**src/rtl/pio16_pkg.sv**
```systemverilog
package pio16_pkg;

  localparam int DEC_W = 6;

  localparam logic [DEC_W-1:0] OFF_MODE = 6'h00;
  localparam logic [DEC_W-1:0] OFF_CDET = 6'h04;
  localparam logic [DEC_W-1:0] OFF_STAT = 6'h08;
  localparam logic [DEC_W-1:0] OFF_PWR  = 6'h0C;
  localparam logic [DEC_W-1:0] OFF_CCTL = 6'h10;
  localparam logic [DEC_W-1:0] OFF_IREQ = 6'h14;
  localparam logic [DEC_W-1:0] OFF_IMSK = 6'h18;
  localparam logic [DEC_W-1:0] OFF_IST  = 6'h1C;
  localparam logic [DEC_W-1:0] OFF_DIR  = 6'h20;
  localparam logic [DEC_W-1:0] OFF_LVLW = 6'h24;
  localparam logic [DEC_W-1:0] OFF_LVLR = 6'h28;

  localparam logic [15:0] STAT_RST   = 16'h0002;
  localparam int          PWR_TRIG   = 7;
  localparam logic [15:0] PWR_FORCE  = 16'h8040;

  typedef enum logic [3:0] {
    SEL_MODE, SEL_CDET, SEL_STAT, SEL_PWR, SEL_CCTL, SEL_IREQ,
    SEL_IMSK, SEL_IST, SEL_DIR, SEL_LVLW, SEL_LVLR, SEL_NONE
  } reg_sel_e;

  // storage slots for plain control registers
  localparam int NCTL = 7;

  function automatic reg_sel_e off_to_sel(input logic [DEC_W-1:0] off);
    case (off)
      OFF_MODE: return SEL_MODE;
      OFF_CDET: return SEL_CDET;
      OFF_STAT: return SEL_STAT;
      OFF_PWR:  return SEL_PWR;
      OFF_CCTL: return SEL_CCTL;
      OFF_IREQ: return SEL_IREQ;
      OFF_IMSK: return SEL_IMSK;
      OFF_IST:  return SEL_IST;
      OFF_DIR:  return SEL_DIR;
      OFF_LVLW: return SEL_LVLW;
      OFF_LVLR: return SEL_LVLR;
      default:  return SEL_NONE;
    endcase
  endfunction

  function automatic reg_sel_e slot_sel(input int idx);
    case (idx)
      0:       return SEL_MODE;
      1:       return SEL_CDET;
      2:       return SEL_PWR;
      3:       return SEL_CCTL;
      4:       return SEL_IREQ;
      5:       return SEL_IMSK;
      default: return SEL_IST;
    endcase
  endfunction

endpackage

```
**src/rtl/pio16_decode.sv**
```systemverilog
module pio16_decode
  import pio16_pkg::*;
#(
  parameter int ADDR_W = 12
) (
  input  logic [ADDR_W-1:0] addr_i,
  output reg_sel_e          sel_o
);

  logic unused_hi;
  assign unused_hi = ^addr_i[ADDR_W-1:DEC_W];

  assign sel_o = off_to_sel(addr_i[DEC_W-1:0]);

endmodule

```
**src/rtl/pio16_ctl_regs.sv**
```systemverilog
module pio16_ctl_regs
  import pio16_pkg::*;
#(
  parameter int DW = 16
) (
  input  logic                    clk_i,
  input  logic                    rst_ni,
  input  logic                    wr_i,
  input  reg_sel_e                sel_i,
  input  logic [DW-1:0]           wdata_i,
  output logic [NCTL-1:0][DW-1:0] ctl_o
);

  for (genvar g = 0; g < NCTL; g++) begin : g_slot
    localparam reg_sel_e MY_SEL = slot_sel(g);
    logic [DW-1:0] q;
    logic [DW-1:0] d;

    if (MY_SEL == SEL_PWR) begin : g_pwr
      always_comb d = wdata_i[PWR_TRIG] ? (wdata_i | PWR_FORCE) : wdata_i;
    end else begin : g_plain
      always_comb d = wdata_i;
    end

    always_ff @(posedge clk_i or negedge rst_ni) begin
      if (!rst_ni)                        q <= '0;
      else if (wr_i && sel_i == MY_SEL)   q <= d;
    end

    assign ctl_o[g] = q;
  end


  pwr_force_chk: assert property (@(posedge clk_i) disable iff (!rst_ni)
    (wr_i && sel_i == SEL_PWR && wdata_i[PWR_TRIG]) |=> ((ctl_o[2] & PWR_FORCE) == PWR_FORCE))
    else $error("power force bits missing");


  pwr_plain_chk: assert property (@(posedge clk_i) disable iff (!rst_ni)
    (wr_i && sel_i == SEL_PWR && !wdata_i[PWR_TRIG]) |=> (ctl_o[2] == $past(wdata_i)))
    else $error("power plain write altered");

endmodule

```
**src/rtl/pio16_line_core.sv**
```systemverilog
module pio16_line_core #(
  parameter int NPIN = 16
) (
  input  logic            clk_i,
  input  logic            rst_ni,
  input  logic            dir_we_i,
  input  logic            lvl_we_i,
  input  logic [NPIN-1:0] wdata_i,
  input  logic [NPIN-1:0] pin_i,
  output logic [NPIN-1:0] dir_o,
  output logic [NPIN-1:0] lvl_o,
  output logic [NPIN-1:0] pin_o,
  output logic [NPIN-1:0] chg_o
);

  logic [NPIN-1:0] dir_q, lvl_q, drv_q, chg_q, pin_q;
  logic [NPIN-1:0] dir_d, lvl_d, drv_d, ev;
  logic            upd;

  assign upd   = dir_we_i | lvl_we_i;
  assign dir_d = dir_we_i ? wdata_i : dir_q;

  // input edge overrides a same-cycle bus level write per bit
  for (genvar n = 0; n < NPIN; n++) begin : g_line
    logic base;
    assign ev[n]    = pin_i[n] ^ pin_q[n];
    assign base     = lvl_we_i ? (wdata_i[n] & dir_q[n]) : lvl_q[n];
    assign lvl_d[n] = ev[n] ? pin_i[n] : base;
    assign drv_d[n] = lvl_d[n] & dir_d[n];
  end

  always_ff @(posedge clk_i or negedge rst_ni) begin
    if (!rst_ni) begin
      dir_q <= '0;
      lvl_q <= '0;
      drv_q <= '0;
      chg_q <= '0;
      pin_q <= '0;
    end else begin
      dir_q <= dir_d;
      lvl_q <= lvl_d;
      pin_q <= pin_i;
      chg_q <= upd ? (drv_q ^ drv_d) : '0;
      if (upd) drv_q <= drv_d;
    end
  end

  assign dir_o = dir_q;
  assign lvl_o = lvl_q;
  assign pin_o = drv_q;
  assign chg_o = chg_q;


  chg_match_chk: assert property (@(posedge clk_i) disable iff (!rst_ni)
    chg_o == (pin_o ^ $past(pin_o)))
    else $error("strobe does not match output change");


  chg_idle_chk: assert property (@(posedge clk_i) disable iff (!rst_ni)
    !upd |=> chg_o == '0)
    else $error("strobe without update");


  pin_in_dir_chk: assert property (@(posedge clk_i) disable iff (!rst_ni)
    (pin_o & ~dir_o) == '0)
    else $error("output driven outside direction");


  pin_hold_chk: assert property (@(posedge clk_i) disable iff (!rst_ni)
    !upd |=> $stable(pin_o))
    else $error("output moved without update");


  lvl_mask_chk: assert property (@(posedge clk_i) disable iff (!rst_ni)
    (lvl_we_i && ev == '0) |=> (lvl_o & ~dir_o) == '0)
    else $error("level write not masked");

endmodule

```
**src/rtl/pio16_top.sv**
```systemverilog
module pio16_top
  import pio16_pkg::*;
#(
  parameter int ADDR_W = 12,
  parameter int BUS_W  = 32,
  parameter int NPIN   = 16
) (
  input  logic              clk_i,
  input  logic              rst_ni,
  input  logic              req_i,
  input  logic              we_i,
  input  logic [ADDR_W-1:0] addr_i,
  input  logic [BUS_W-1:0]  wdata_i,
  output logic [15:0]       rdata_o,
  input  logic [NPIN-1:0]   pin_i,
  output logic [NPIN-1:0]   pin_o,
  output logic [NPIN-1:0]   pin_chg_o
);

  localparam int DW = 16;

  reg_sel_e                sel;
  logic                    wr, rd;
  logic [DW-1:0]           wd;
  logic [NCTL-1:0][DW-1:0] ctl;
  logic [NPIN-1:0]         dir, lvl;
  logic [DW-1:0]           rd_mux, rdata_q;
  logic                    unused_wd;

  assign wd        = wdata_i[DW-1:0];
  assign unused_wd = ^wdata_i[BUS_W-1:DW];
  assign wr        = req_i & we_i;
  assign rd        = req_i & ~we_i;

  pio16_decode #(.ADDR_W(ADDR_W)) u_dec (
    .addr_i (addr_i),
    .sel_o  (sel)
  );

  pio16_ctl_regs #(.DW(DW)) u_ctl (
    .clk_i   (clk_i),
    .rst_ni  (rst_ni),
    .wr_i    (wr),
    .sel_i   (sel),
    .wdata_i (wd),
    .ctl_o   (ctl)
  );

  pio16_line_core #(.NPIN(NPIN)) u_line (
    .clk_i    (clk_i),
    .rst_ni   (rst_ni),
    .dir_we_i (wr && sel == SEL_DIR),
    .lvl_we_i (wr && (sel == SEL_LVLW || sel == SEL_LVLR)),
    .wdata_i  (wd[NPIN-1:0]),
    .pin_i    (pin_i),
    .dir_o    (dir),
    .lvl_o    (lvl),
    .pin_o    (pin_o),
    .chg_o    (pin_chg_o)
  );

  always_comb begin
    rd_mux = '0;
    case (sel)
      SEL_MODE:           rd_mux = ctl[0];
      SEL_CDET:           rd_mux = ctl[1];
      SEL_STAT:           rd_mux = STAT_RST;
      SEL_PWR:            rd_mux = ctl[2];
      SEL_CCTL:           rd_mux = ctl[3];
      SEL_IREQ:           rd_mux = ctl[4];
      SEL_IMSK:           rd_mux = ctl[5];
      SEL_IST:            rd_mux = ctl[6];
      SEL_DIR:            rd_mux = DW'(dir);
      SEL_LVLW, SEL_LVLR: rd_mux = DW'(lvl);
      default:            rd_mux = '0;
    endcase
  end

  always_ff @(posedge clk_i or negedge rst_ni) begin
    if (!rst_ni)  rdata_q <= '0;
    else if (rd)  rdata_q <= rd_mux;
  end

  assign rdata_o = rdata_q;


  stat_read_chk: assert property (@(posedge clk_i) disable iff (!rst_ni)
    (rd && sel == SEL_STAT) |=> rdata_o == STAT_RST)
    else $error("status read wrong");


  unmapped_read_chk: assert property (@(posedge clk_i) disable iff (!rst_ni)
    (rd && sel == SEL_NONE) |=> rdata_o == '0)
    else $error("unmapped read nonzero");


  rdata_hold_chk: assert property (@(posedge clk_i) disable iff (!rst_ni)
    !rd |=> $stable(rdata_o))
    else $error("read data moved without read");

endmodule

```
**config.mk**
```make
export PLATFORM = sky130hd
export DESIGN_NAME = pio16_top
export DESIGN_NICKNAME = d
export VERILOG_FILES = /design/src/rtl/pio16_pkg.sv /design/src/rtl/pio16_decode.sv /design/src/rtl/pio16_ctl_regs.sv /design/src/rtl/pio16_line_core.sv /design/src/rtl/pio16_top.sv
export SDC_FILE = /design/constraint.sdc
export NUM_CORES = 1
export LEC_CHECK = 0
export BUFFER_PORTS_ARGS = -buffer_cell sky130_fd_sc_hd__buf_2
export CAP_MARGIN = 20
export CORE_MARGIN = 5
export CORE_UTILIZATION = 45
export DETAILED_ROUTE_END_ITERATION = 8
export GPL_TIMING_DRIVEN = 0
export PLACE_DENSITY = 0.63
export SYNTH_ARGS = -nofsm -noshare
export SYNTH_HDL_FRONTEND = slang
export SYNTH_SLANG_ARGS = --single-unit
export TNS_END_PERCENT = 50
```
**constraint.sdc**
```tcl
create_clock -name clk_i -period 1.68 [get_ports clk_i]
set_input_delay 0.084 -clock clk_i [delete_from_list [all_inputs] [get_ports clk_i]]
set_output_delay 0.084 -clock clk_i [all_outputs]
set_load 0.005 [all_outputs]
```
==> run_results.csv <==
group,metric,value,unit
synth,synthArstFlopShare,1.00,
timing,hold_viol,0,
route,vias,6827,
critical_path,cpMostUsedCell,"buf_2",
global_routing,grt_pass1_vias,7168,
floorplanning,io_pins,112,
critical_path,slowest_delay,0.52,ns
synth,synthTopCellsByCount,"dfrtp_1, mux2_2, nand2_1, a22oi_1, clkbuf_1",
synth,yosysWarnings,0,
floorplanning,core_region_area,0.0204,mm2
synth,synth-main-ff-cell,"dfrtp_1",
synth,ys_seq_area_frac,0.554,
synth,syn_nets,813,
global_routing,grt_use_total,0.207,
critical_path,r2r-start,"u_line.dir_o[0]$_DFF_PN0_",
power,p_leak,5.59,nW
cells_and_area,area_growth,26.2,%
timing,slew_headroom,0.423,
timing,post-route-period-util,0.996,
clock_network,clock_latency,0.51,ns
placement,dp_hpwl,17.6,mm
floorplanning,num_rows,52,
critical_path,crit_path_start_kind,"input pin",
timing,setup_tns,0,ns
critical_path,cp.arrival,2.09,ns
synth,synth_top_area_share,0.554,
clock_network,cts_tree,"yes",
critical_path,worst-endpoint-required,2.10,ns
clock_network,cts_root_buf,"clkbuf_16",
timing,holdWs,0.0127,ns
timing,setup_viol,0,
power,powerDensity,1010,mW/mm2
global_routing,grt_overflow,0,
cells_and_area,drive_gt1_frac,0.404,
cells_and_area,diodes,0,
floorplanning,die_width,154,um
route,routedWlPerCell,21.0,um
clock_network,htreeDepth,1,
critical_path,r2r_setup_slack,0.07,ns
synth,netlist_area,0.00939,mm2
synth,synth_edf_count,0,
critical_path,worst_path_max_delay_cell,"or4b_1",
synth,yosys.cell_types.count,48,
route,drc,0,
synth,synth_top_cell_by_area,"dfrtp_1",
timing,worstMarginPinSlew,0.866,ns
cells_and_area,nets,963,
critical_path,crit_end,"u_line.chg_o[5]$_DFF_PN0_",
timing,rsz0062_at_grt,"yes",
timing,drv_slew,0,
run,drv_cap,0,
synth,yosysMostFrequentCell,"dfrtp_1",
global_routing,antenna_found_initial,0,
critical_path,critical_path_class,"in -> reg",
clock_network,cts_buffers,23,
synth,synth_area_leaders,"dfrtp_1, mux2_2, a22oi_1",
synth,netlist_instances,749,
synth,ys_seq_elements,208,
critical_path,rr_endpoint,"u_line.chg_o[0]$_DFF_PN0_",
floorplanning,die_y,154,um
worst_hold_path,hold_path_class,"in -> reg",
clock_network,clockBufferDepth,3,
critical_path,cp_cell_sequence,"buf_2 > or4b_1 > buf_2 > clkbuf_4 > nor4_1 > o31ai_2 > or3_1 > a21oi_1",
timing,post-route-min-period,1.67,ns
placement,portBuffers,80,
placement,place_area,0.0104,mm2
critical_path,end_kind,"register",
route,drt_iter0_drc,333,
global_routing,grt_pass1_wl,39.4,mm
critical_path,crit_fanout,10,
clock_network,clk_pin_slew,0.06,ns
timing,final.setup_skew,0.0170,ns
timing,fmax,0.598,GHz
route,totalWireLength,24.9,mm
synth,syn_avg_cell_area,12.5,um2
critical_path,crit_start,"addr_i[0]",
critical_path,reg2regPathDepth,5,
power,ir_drop,0.000638,V
floorplanning,die_area,0.0239,mm2
cells_and_area,final_area,0.0118,mm2
route,viasPerCell,5.76,
route,ant_nets,0,
clock_network,clock-sinks,208,
floorplanning,start_util,0.461,
placement,gp_routability_congestion,0.841,
global_routing,grt_max_degree,113,
route,drt_pre_antenna_iters,5,
run_status,status,"complete, no violations",
cells_and_area,fin_util,0.582,
-- routing by layer --
metal  vias to the layer above  part of all wire  routed length, um  GRT usage
met5                         -                 0                  0          0
met3                        49             0.049               1210     0.0327
met2                       175              0.50              12300      0.354
met4                         0             0.028                699     0.0555
li1                       3070                 -                  -          -
met1                      3533              0.43              10700      0.276
-- worst max-delay path, delay by kind of cell --
family	cells	cell delay [ns]
compound gates	2	0.29
buf+inv	3	0.52
simple gates	3	1.18
-- logic make-up (layout without fill, tap and decap cells) --
group,after synthesis,after routing,synth area share
AND/OR/NAND/NOR,170,170,0.0973
buffers and inverters,59,226,0.0281
AO/OA/AOI/OAI,168,168,0.149
flip-flops,208,208,0.554
multiplexers,143,143,0.170
XOR/XNOR,1,1,0.000933
-- area by class of cell --
cell class	count	area, um2
fill	1658	8520
sequential	208	5200
multi-input combinational	482	4300
timing repair buffer	126	863
clock buffer	36	714
tap	270	338
buffer	50	314
clock inverter	6	88.8
inverter	8	30.0
-- sequential cells by signal (all words and copies together), names as in the netlist --
name	flops
u_line.pin_q	16
u_line.chg_o	16
u_line.lvl_o	16
rdata_o	16
u_line.dir_o	16
u_line.pin_o	16
u_ctl.g_slot.q	112
-- power by group --
part / internal (mW) / leakage (nW) / switching (mW)
Combinational: 0.508 / 2.41 / 0.627
Clock: 3.23 / 0.390 / 2.01
Sequential: 5.34 / 2.79 / 0.206
Total: 9.07 / 5.59 / 2.84
-- per-stage QoR --
step | power, mW | worst slack (ns) | std cells
2_1_floorplan | 6.22 | -0.292 | 749
3_3_place_gp | 6.59 | -2.82 | 1099
3_5_place_dp | 6.65 | -0.921 | 1101
4_1_cts | 12.0 | -0.0110 | 1178
5_1_grt | 12.4 | -0.0589 | 1186
6_report | 11.9 | 0.00695 | 1186
-- cells in the final DEF (no fill, tap or decap), types with 13 or more instances in the layout --
| cell type | Yosys | layout |
|---|---|---|
| mux2i_1 | 21 | 20 |
| mux2_2 | 119 | 112 |
| dfrtp_1 | 208 | 208 |
| a21o_1 | 16 | 16 |
| clkbuf_16 | 0 | 23 |
| buf_4 | 1 | 16 |
| nor2b_1 | 17 | 17 |
| buf_2 | 13 | 91 |
| clkbuf_2 | 0 | 13 |
| nand2_1 | 66 | 61 |
| a2bb2oi_1 | 15 | 15 |
| nor2_1 | 17 | 16 |
| nand2b_1 | 22 | 21 |
| a22oi_1 | 43 | 43 |
| dlygate4sd3_1 | 0 | 26 |
-- how the worst min path moves through the flow --
| stage | from | cells after the start | to | slack (ns) |
|---|---|---|---|---|
| 2_1_floorplan | rst_ni | 0 | rdata_o[0]$_DFFE_PN0P_ | -0.21 |
| 3_3_place_gp | pin_i[3] | 1 | u_line.pin_q[3]$_DFF_PN0_ | 0.22 |
| 3_5_place_dp | rst_ni | 1 | u_line.chg_o[0]$_DFF_PN0_ | 0.22 |
| 4_1_cts | wdata_i[6] | 3 | u_ctl.g_slot[2].q[6]$_DFFE_PN0P_ | 0.01 |
| 5_1_grt | wdata_i[7] | 4 | u_line.lvl_o[7]$_DFF_PN0_ | 0.03 |
| 6_report | wdata_i[6] | 3 | u_ctl.g_slot[2].q[6]$_DFFE_PN0P_ | 0.01 |
-- repair_timing --
action                                  4_1_cts  5_1_grt
buffers inserted                              9        9
hold endpoints to repair                    208        0
resized for setup                            34       32
cloned                                        0        0
endpoints found under the setup margin      114       84
pin swaps                                     3       10
hold buffers                                 26        0
Note: power is estimated with default switching activity, not from simulation.
